File: src/rtl/win_cmd_pkg.sv
package win_cmd_pkg;
  localparam int CMD_W = 16;
  localparam int OP_W  = 5;
  localparam int ARG_W = CMD_W - OP_W;
  localparam int WIN_W = 3;
  localparam int NSRC  = 8;

  typedef enum logic [OP_W-1:0] {
    OP_GLB_RST  = 5'd0,
    OP_WIN_SEL  = 5'd1,
    OP_RX_OFF   = 5'd3,
    OP_RX_ON    = 5'd4,
    OP_TX_ON    = 5'd9,
    OP_TX_OFF   = 5'd10,
    OP_REQ_INT  = 5'd12,
    OP_ACK      = 5'd13,
    OP_MASK     = 5'd14,
    OP_FILT     = 5'd16,
    OP_STAT_ON  = 5'd21,
    OP_STAT_OFF = 5'd22
  } op_e;

  typedef struct packed {
    logic glb_rst;
    logic win_sel;
    logic rx_off;
    logic rx_on;
    logic tx_on;
    logic tx_off;
    logic req_int;
    logic ack;
    logic mask_ld;
    logic filt_ld;
    logic stat_on;
    logic stat_off;
    logic [ARG_W-1:0] arg;
  } cmd_dec_t;
endpackage

File: src/rtl/cmd_decode.sv
module cmd_decode
  import win_cmd_pkg::*;
(
  input  logic             we_i,
  input  logic             busy_i,
  input  logic [CMD_W-1:0] data_i,
  output cmd_dec_t         dec_o
);
  logic   take;
  op_e    op;

  assign take = we_i & ~busy_i;
  assign op   = op_e'(data_i[CMD_W-1:ARG_W]);

  always_comb begin
    dec_o     = '0;
    dec_o.arg = data_i[ARG_W-1:0];
    if (take) begin
      unique case (op)
        OP_GLB_RST:  dec_o.glb_rst  = 1'b1;
        OP_WIN_SEL:  dec_o.win_sel  = 1'b1;
        OP_RX_OFF:   dec_o.rx_off   = 1'b1;
        OP_RX_ON:    dec_o.rx_on    = 1'b1;
        OP_TX_ON:    dec_o.tx_on    = 1'b1;
        OP_TX_OFF:   dec_o.tx_off   = 1'b1;
        OP_REQ_INT:  dec_o.req_int  = 1'b1;
        OP_ACK:      dec_o.ack      = 1'b1;
        OP_MASK:     dec_o.mask_ld  = 1'b1;
        OP_FILT:     dec_o.filt_ld  = 1'b1;
        OP_STAT_ON:  dec_o.stat_on  = 1'b1;
        OP_STAT_OFF: dec_o.stat_off = 1'b1;
        default: ;  // unknown opcode: no strobe
      endcase
    end
  end
endmodule

File: src/rtl/busy_timer.sv
module busy_timer #(
  parameter int CYCLES = 16,
  localparam int CNT_W = $clog2(CYCLES + 1)
) (
  input  logic clk_i,
  input  logic rst_ni,
  input  logic start_i,
  output logic busy_o
);
  logic [CNT_W-1:0] cnt_q;

  always_ff @(posedge clk_i or negedge rst_ni) begin
    if (!rst_ni)               cnt_q <= '0;
    else if (start_i)          cnt_q <= CNT_W'(CYCLES);
    else if (cnt_q != '0)      cnt_q <= cnt_q - 1'b1;
  end

  assign busy_o = (cnt_q != '0);

  AST_BUSY_START: assert property (@(posedge clk_i) disable iff (!rst_ni)
    start_i |=> busy_o);
  AST_CNT_RANGE: assert property (@(posedge clk_i) disable iff (!rst_ni)
    cnt_q <= CNT_W'(CYCLES));
endmodule

File: src/rtl/int_ctrl.sv
module int_ctrl
  import win_cmd_pkg::*;
(
  input  logic            clk_i,
  input  logic            rst_ni,
  input  logic            clr_i,
  input  logic            req_i,
  input  logic            ack_i,
  input  logic            mask_ld_i,
  input  logic [NSRC-1:0] arg_i,
  input  logic [NSRC-1:1] evt_i,
  output logic [NSRC-1:0] stat_o,
  output logic            irq_o
);
  logic [NSRC-1:1] stat_q, mask_q, set_v, clr_v;
  logic            latch_q;

  for (genvar k = 1; k < NSRC; k++) begin : g_src
    // bit 6 is also set by the request command
    assign set_v[k] = evt_i[k] | ((k == 6) ? req_i : 1'b0);
    assign clr_v[k] = ack_i & arg_i[k];
    always_ff @(posedge clk_i or negedge rst_ni) begin
      if (!rst_ni)        stat_q[k] <= 1'b0;
      else if (clr_i)     stat_q[k] <= 1'b0;
      else if (set_v[k])  stat_q[k] <= 1'b1;
      else if (clr_v[k])  stat_q[k] <= 1'b0;
    end
  end

  always_ff @(posedge clk_i or negedge rst_ni) begin
    if (!rst_ni)         mask_q <= '0;
    else if (clr_i)      mask_q <= '0;
    else if (mask_ld_i)  mask_q <= arg_i[NSRC-1:1];
  end

  assign irq_o = |(stat_q & mask_q);

  always_ff @(posedge clk_i or negedge rst_ni) begin
    if (!rst_ni)    latch_q <= 1'b0;
    else if (clr_i) latch_q <= 1'b0;
    else            latch_q <= irq_o | (latch_q & ~(ack_i & arg_i[0]));
  end

  assign stat_o = {stat_q, latch_q | irq_o};

  AST_EVT_SETS: assert property (@(posedge clk_i) disable iff (!rst_ni)
    (!clr_i && |evt_i) |=> ((stat_q & $past(evt_i)) == $past(evt_i)));
  AST_ACK_CLEARS: assert property (@(posedge clk_i) disable iff (!rst_ni)
    (ack_i && !clr_i) |=> ((stat_q & $past(arg_i[NSRC-1:1] & ~set_v)) == '0));
  AST_LATCH_HOLDS: assert property (@(posedge clk_i) disable iff (!rst_ni)
    (irq_o && !clr_i) |=> latch_q);
endmodule

File: src/rtl/cfg_regs.sv
module cfg_regs
  import win_cmd_pkg::*;
(
  input  logic             clk_i,
  input  logic             rst_ni,
  input  cmd_dec_t         dec_i,
  output logic [WIN_W-1:0] win_o,
  output logic [3:0]       filt_o,
  output logic             rx_en_o,
  output logic             tx_en_o,
  output logic             stat_en_o
);
  always_ff @(posedge clk_i or negedge rst_ni) begin
    if (!rst_ni) begin
      win_o     <= '0;
      filt_o    <= '0;
      rx_en_o   <= 1'b0;
      tx_en_o   <= 1'b0;
      stat_en_o <= 1'b0;
    end else if (dec_i.glb_rst) begin
      win_o     <= '0;
      filt_o    <= '0;
      rx_en_o   <= 1'b0;
      tx_en_o   <= 1'b0;
      stat_en_o <= 1'b0;
    end else begin
      if (dec_i.win_sel)  win_o     <= dec_i.arg[WIN_W-1:0];
      if (dec_i.filt_ld)  filt_o    <= dec_i.arg[3:0];
      if (dec_i.rx_on)    rx_en_o   <= 1'b1;
      if (dec_i.rx_off)   rx_en_o   <= 1'b0;
      if (dec_i.tx_on)    tx_en_o   <= 1'b1;
      if (dec_i.tx_off)   tx_en_o   <= 1'b0;
      if (dec_i.stat_on)  stat_en_o <= 1'b1;
      if (dec_i.stat_off) stat_en_o <= 1'b0;
    end
  end

  AST_RST_OFF: assert property (@(posedge clk_i) disable iff (!rst_ni)
    dec_i.glb_rst |=> (!rx_en_o && !tx_en_o && !stat_en_o));
endmodule

File: src/rtl/win_cmd_ctrl.sv
module win_cmd_ctrl
  import win_cmd_pkg::*;
#(
  parameter int BUSY_CYCLES = 16
) (
  input  logic             clk_i,
  input  logic             rst_ni,
  input  logic             cmd_we_i,
  input  logic [CMD_W-1:0] cmd_data_i,
  input  logic [NSRC-1:1]  evt_i,
  output logic [CMD_W-1:0] status_o,
  output logic             irq_o,
  output logic [3:0]       rx_filter_o,
  output logic             rx_en_o,
  output logic             tx_en_o,
  output logic             stats_en_o
);
  cmd_dec_t         dec;
  logic             busy;
  logic [WIN_W-1:0] win;
  logic [NSRC-1:0]  stat;

  cmd_decode u_dec (
    .we_i   (cmd_we_i),
    .busy_i (busy),
    .data_i (cmd_data_i),
    .dec_o  (dec)
  );

  busy_timer #(.CYCLES(BUSY_CYCLES)) u_busy (
    .clk_i   (clk_i),
    .rst_ni  (rst_ni),
    .start_i (dec.glb_rst),
    .busy_o  (busy)
  );

  int_ctrl u_int (
    .clk_i     (clk_i),
    .rst_ni    (rst_ni),
    .clr_i     (dec.glb_rst),
    .req_i     (dec.req_int),
    .ack_i     (dec.ack),
    .mask_ld_i (dec.mask_ld),
    .arg_i     (dec.arg[NSRC-1:0]),
    .evt_i     (evt_i),
    .stat_o    (stat),
    .irq_o     (irq_o)
  );

  cfg_regs u_cfg (
    .clk_i     (clk_i),
    .rst_ni    (rst_ni),
    .dec_i     (dec),
    .win_o     (win),
    .filt_o    (rx_filter_o),
    .rx_en_o   (rx_en_o),
    .tx_en_o   (tx_en_o),
    .stat_en_o (stats_en_o)
  );

  assign status_o = {win, busy, 4'b0000, stat};

  AST_BUSY_FREEZE: assert property (@(posedge clk_i) disable iff (!rst_ni)
    (busy && cmd_we_i) |=> $stable(status_o[15:13]));
  AST_IRQ_BIT0: assert property (@(posedge clk_i) disable iff (!rst_ni)
    irq_o |-> status_o[0]);
endmodule

File: config.mk
export PLATFORM = sky130hd
export DESIGN_NAME = win_cmd_ctrl
export DESIGN_NICKNAME = d
export VERILOG_FILES = /design/src/rtl/win_cmd_pkg.sv /design/src/rtl/cmd_decode.sv /design/src/rtl/busy_timer.sv /design/src/rtl/int_ctrl.sv /design/src/rtl/cfg_regs.sv /design/src/rtl/win_cmd_ctrl.sv
export SDC_FILE = /design/constraint.sdc
export NUM_CORES = 1
export LEC_CHECK = 0
export ABC_AREA = 1
export ABC_CLOCK_PERIOD_IN_PS = 2800
export BUFFER_PORTS_ARGS = -buffer_cell sky130_fd_sc_hd__clkbuf_2
export CELL_PAD_IN_SITES_DETAIL_PLACEMENT = 1
export CELL_PAD_IN_SITES_GLOBAL_PLACEMENT = 2
export CORE_MARGIN = 10
export CORE_UTILIZATION = 30
export DETAILED_ROUTE_END_ITERATION = 10
export PLACE_DENSITY = 0.93
export SLEW_MARGIN = 20
export SYNTH_ARGS = -nofsm -noshare
export SYNTH_HDL_FRONTEND = slang
export SYNTH_SLANG_ARGS = --single-unit
File: constraint.sdc
create_clock -name clk_i -period 2.8 [get_ports clk_i]
set_input_delay 0.84 -clock clk_i [delete_from_list [all_inputs] [get_ports clk_i]]
set_output_delay 0.84 -clock clk_i [all_outputs]
set_load 0.05 [all_outputs]
# Word level (Yosys, flattened, before mapping)

Index checks and enable logic that the tools add are counted.

Register bits: 30
Input bits: 26
Word-level logic and storage cells: 112

Add/sub/neg operators: 1
Equal/unequal tests: 11
Mux-type cells: 52
Bitwise operators: 16
Reduce and logical (&&, ||, !) cells: 17

Operator list:

| operator                                          | count |
|---|---|
| two-way mux 1 bit                                 | 43 |
| nonzero test 3 bit                                | 10 |
| == test 5 x 4 -> 1 bit (second input constant)    | 5 |
| == test 5 bit (second input constant)             | 3 |
| two-way mux 7 bit                                 | 2 |
| two-way mux 12 bit                                | 1 |
| bitwise AND 1 bit                                 | 10 |
| two-way mux 5 bit                                 | 2 |
| two-way mux 4 bit                                 | 2 |
| nonzero test 2 bit                                | 4 |
| bitwise AND 7 bit                                 | 1 |
| OR reduction 7 bit                                | 1 |
| two-way mux 3 bit                                 | 2 |
| == test 5 x 1 -> 1 bit (second input constant)    | 1 |
| == test 5 x 2 -> 1 bit (second input constant)    | 1 |
| == test 5 x 3 -> 1 bit (second input constant)    | 1 |
| zero test 5 bit                                   | 1 |
| nonzero test 5 bit                                | 1 |
| subtractor 5 x 1 -> 5 bit (second input constant) | 1 |
| bitwise OR 1 bit                                  | 3 |
| inverter 1 bit                                    | 2 |

# Longest topological paths before layout

Word-level depth: 9
Depth in mapped cells: 8

# By module

A second synthesis with hierarchy kept.

Cells, all modules: 219
Area total of the unflattened synthesis: 1677.9 um2

By module, submodules not included:

| module       | times used | cells each | area each (um2) | sequential area each (um2) |
|---|---|---|---|---|
| int_ctrl     | 1          | 83         | 733.2           | 375.4 |
| cfg_regs     | 1          | 46         | 396.6           | 250.2 |
| busy_timer   | 1          | 33         | 260.2           | 125.1 |
| cmd_decode   | 1          | 51         | 246.5           | 0.0 |
| win_cmd_ctrl | 1          | 6          | 41.3            | 0.0 |

# Worst setup path before layout

Ideal clock, no wire load.

Path kind: register to output
Start point: reg u_int.stat_q, in the netlist u_int.stat_o[7]
End point: out status_o[0]
Arrival: 1.352 ns
Data required time: 1.960 ns
Setup slack: 0.608 ns
Cell stages (with the launch flop): 5
Cells stage by stage: dfrtp_1 nand2_1 nand2_1 a21oi_1 nand3b_1

Cells in the longest elaborated chain, start to end: 3

Ends and longest elaborated chain:

| what                            | RTL line           | RTL |
|---|---|---|
| start, declared                 | int_ctrl.sv:15     | `logic [NSRC-1:1] stat_q, mask_q, set_v, clr_v;` |
| start signal, assigned by index | int_ctrl.sv:23     | `if (!rst_ni) stat_q[k] <= 1'b0;` |
| start signal, assigned by index | int_ctrl.sv:24     | `else if (clr_i) stat_q[k] <= 1'b0;` |
| start signal, assigned by index | int_ctrl.sv:25     | `else if (set_v[k]) stat_q[k] <= 1'b1;` |
| bitwise AND 7 bit               | int_ctrl.sv:36     | `assign irq_o = \|(stat_q & mask_q);` |
| OR reduction 7 bit              | int_ctrl.sv:36     |  |
| bitwise OR 1 bit                | int_ctrl.sv:44     | `assign stat_o = {stat_q, latch_q \| irq_o};` |
| end, declared                   | win_cmd_ctrl.sv:11 | `output logic [CMD_W-1:0] status_o,` |

No other way between the ends.

# Worst setup path after layout

Start point: reg u_busy.cnt_q[0]
End point: out status_o[12]

Cells in the longest elaborated chain, start to end: 1

Ends and longest elaborated chain:

| what                   | RTL line         | RTL |
|---|---|---|
| start, declared        | busy_timer.sv:10 | `logic [CNT_W-1:0] cnt_q;` |
| start signal, assigned | busy_timer.sv:14 | `else if (start_i) cnt_q <= CNT_W'(CYCLES);` |
| start signal, assigned | busy_timer.sv:15 | `else if (cnt_q != '0) cnt_q <= cnt_q - 1'b1;` |
| nonzero test 5 bit     | busy_timer.sv:18 | `assign busy_o = (cnt_q != '0);` |

No other way between the ends.

==> metrics.csv <==
stage;metric;value;unit
place;placed instance count;299;
timing;Slew @ Worst Pin;0.777;ns
synth;most numerous cell in the Yosys netlist;nand2_1;
setup_path;Largest delay share family, worst path;flip-flops;
cts;Post-CTS Resized;0;
route;antenna-violating nets left;0;
route;TritonRoute pass-1 iters;4;
setup_path;Worst setup EP type;primary output;
synth;cell taking the most area after synthesis;dfrtp_1;
place;Placement Cell Area;1830;um^2
status;status;completed;
timing;RSZ-0062 raised after global routing;no;
run;max_cap viols;0;
cts;Clk Tree Root Cell;clkbuf_8;
grt;Congestion Overflow GR;0;
route;via count;1366;
cts;post-CTS setup buffers;0;
setup_path;worst reg-to-reg path cell count;7;
floorplan;Die Height;92.6;um
setup_path;CP cell instances;inv_1, ha_1, nand3_2, clkbuf_2;
worst_hold_path;Hold/Removal Path Class;flip-flop to flip-flop;
grt;antenna violations before repair;0;
layout;Final nets;263;
cts;Clk pin slew, worst setup/hold paths;0.06;ns
timing;Layout Skew;0.00689;ns
floorplan;Core Rows;26;
synth;Post-Syn Area;1580;um^2
floorplan;core box area;5110;um^2
route;via density per instance;4.45;
setup_path;Critical Path Fanout Max;5;
timing;FMAX;422;MHz
power;Peak VDD IR;0.215;mV
timing;worst setup margin;0.429;ns
timing;final hold vios;0;
setup_path;Worst Path Required;1.96;ns
synth;Synth area leaders;dfrtp_1 47%, nand2_1 12%, nand3_1 6.3%, a21oi_1 4.7%, inv_1 4.7%;
grt;vias in the first global route;1565;
cts;clock tree sinks;30;
place;GP Congestion;0.748;
timing;final setup fails;0;
power;Design Power;0.00147;W
power;P per Cell Area;766;nW/um^2
layout;Antenna Cells;0;
synth;Async SR Flop Fraction;100;%
floorplan;Die X;92.6;um
grt;largest net degree at the start of global routing;31;
route;wire per inst;13.9;um
cts;CTS tree;yes;
setup_path;Worst Path Arrival;1.53;ns
route;# DRC;0;
place;Final HPWL DP;3.30;mm
synth;syn_area_per_cell;8.28;um^2
place;IO Port Bufs;42;
setup_path;Buf+Inv Stages, Crit Path;2;
setup_path;slowest CP cell;dfrtp_1;
route;final WL;4.26;mm
cts;Num CTS Buffers;5;
timing;TNS Setup;0;ns
synth;Primary FF master, synth;dfrtp_1;
grt;gr usage total;10.5;%
synth;share of the synthesized area in the top cell type;47.5;%
synth;commonest cells in the netlist;51 x nand2_1, 30 x dfrtp_1, 20 x inv_1, 20 x nand3_1, 15 x a21oi_1;
cts;clock network latency to the later pin of the worst-skew pair;0.28;ns
setup_path;Crit path depth;4;
synth;post-synthesis sequential area ratio;47.5;%
worst_hold_path;hold path cells;2;
floorplan;Die ar.;8580;um^2
route;DRT iter0 DRCs;53;
power;LEAKAGE;1.01;nW
synth;Syn Inst Count;191;
floorplan;I/O pins;50;
synth;EDFF count, synth;0;
grt;first-pass GRT wire length;7.33;mm
synth;Cell variety after synth;25;
layout;share of cells above drive strength 1;28.3;%
layout;Finished Cell Area;1930;um^2
floorplan;initial core utilization;31.0;%
timing;Rel. slew slack;48.2;%
synth;register bit total from synthesis;30;
setup_path;slowest stage delay, CP;0.42;ns
timing;period utilization;84.7;%
timing;max-slew violations;0;
place;dpl ws;0.712;ns
layout;P&R area growth vs syn;21.8;%
setup_path;WS Path Type;flip-flop to primary output;
cts;Hold-fix buffers, CTS;0;
cts;deepest clock path buffer count;2;
timing;post-layout min period;2.37;ns
synth;Synth Warn #;0;
cts;H-tree depth;2;
setup_path;crit start category;flip-flop;
layout;Layout Cells excl Fill;307;
[state kept, by name (all words and copies together) (netlist names)]
signal,flops
u_cfg.stat_en_o,1
u_cfg.rx_en_o,1
u_int.latch_q,1
u_cfg.win_o,3
u_busy.cnt_q,5
u_cfg.tx_en_o,1
u_int.stat_o,7
u_int.mask_q,7
u_cfg.filt_o,4
[cell usage in the layout, fill, tap and decap left out, types with 4 or more instances in the layout]
master,instances
clkbuf_2,42
inv_1,20
nand2_1,51
dfrtp_1,30
nand4_1,4
conb_1,4
nor2_4,5
clkbuf_8,6
a21oi_1,15
nor2_1,13
o21ai_1,5
nand3_1,20
[power breakdown]
group | internal (W) | switching (W)
combinational | 0.000141 | 0.000393
clock | 0.000197 | 0.000164
sequential | 0.000516 | 0.0000621
total | 0.000855 | 0.000619
[cells by family after synthesis]
| family | after synthesis | synth area share [%] |
|---|---|---|
| XOR/XNOR | 2 | 1.11 |
| adder cells (fa/ha/maj) | 1 | 0.791 |
| AND/OR/NAND/NOR | 103 | 33.0 |
| flip-flops | 30 | 47.5 |
| buffers and inverters | 30 | 9.34 |
| AO/OA/AOI/OAI | 24 | 8.07 |
| other | 1 | 0.237 |
[stage by stage]
step / hold WS, ns / util [%]
after floorplan: 0.442 / -
after global placement: 0.454 / 35.8
after detailed placement: 0.460 / 35.8
after CTS: 0.478 / 37.7
after global routing: 0.505 / 37.7
final: 0.479 / 37.7
[layout make-up]
type / count / area, um^2
multi-input cells: 134 / 694
flip-flops and latches: 30 / 751
well taps: 70 / 87.6
inverters: 23 / 87.6
clock buffers: 6 / 82.6
repair buffers: 42 / 210
clock inverters: 2 / 12.5
fillers: 662 / 3180
[per-layer routing]
layer / up-vias / track usage [%] / share of wire [%]
met1: 640 / 12.5 / 45
met4: 0 / 3.08 / 0.99
met2: 26 / 17.4 / 49
met3: 5 / 3.47 / 4.8
met5: - / 0 / 0
li1: 695 / - / -
[path summary, 6_finish.rpt]
| path | startpoint | slack (ns) | to |
|---|---|---|---|
| worst max-delay path | u_busy.cnt_q[0] | 0.43 | status_o[12] |
| worst min-delay path | u_int.mask_q[6] | 0.48 | u_int.mask_q[6] |
| worst max register to register | u_busy.cnt_q[0] | 0.92 | u_cfg.win_o[2] |
| worst min register to register | u_int.mask_q[6] | 0.48 | u_int.mask_q[6] |
| max in group asynchronous | rst_ni | 1.67 | u_int.mask_q[6] |
| min in group asynchronous | rst_ni | 0.63 | u_busy.cnt_q[3] |
[worst register-to-register path: stages, from the launching register on]
cell	delay [ns]
dfrtp_1	0.42
inv_1	0.08
ha_1	0.30
nand3_2	0.18
nor2_4	0.33
nand2_1	0.24
nand3_1	0.14
o21ai_1	0.07
Power figures use the tool's default switching activity.
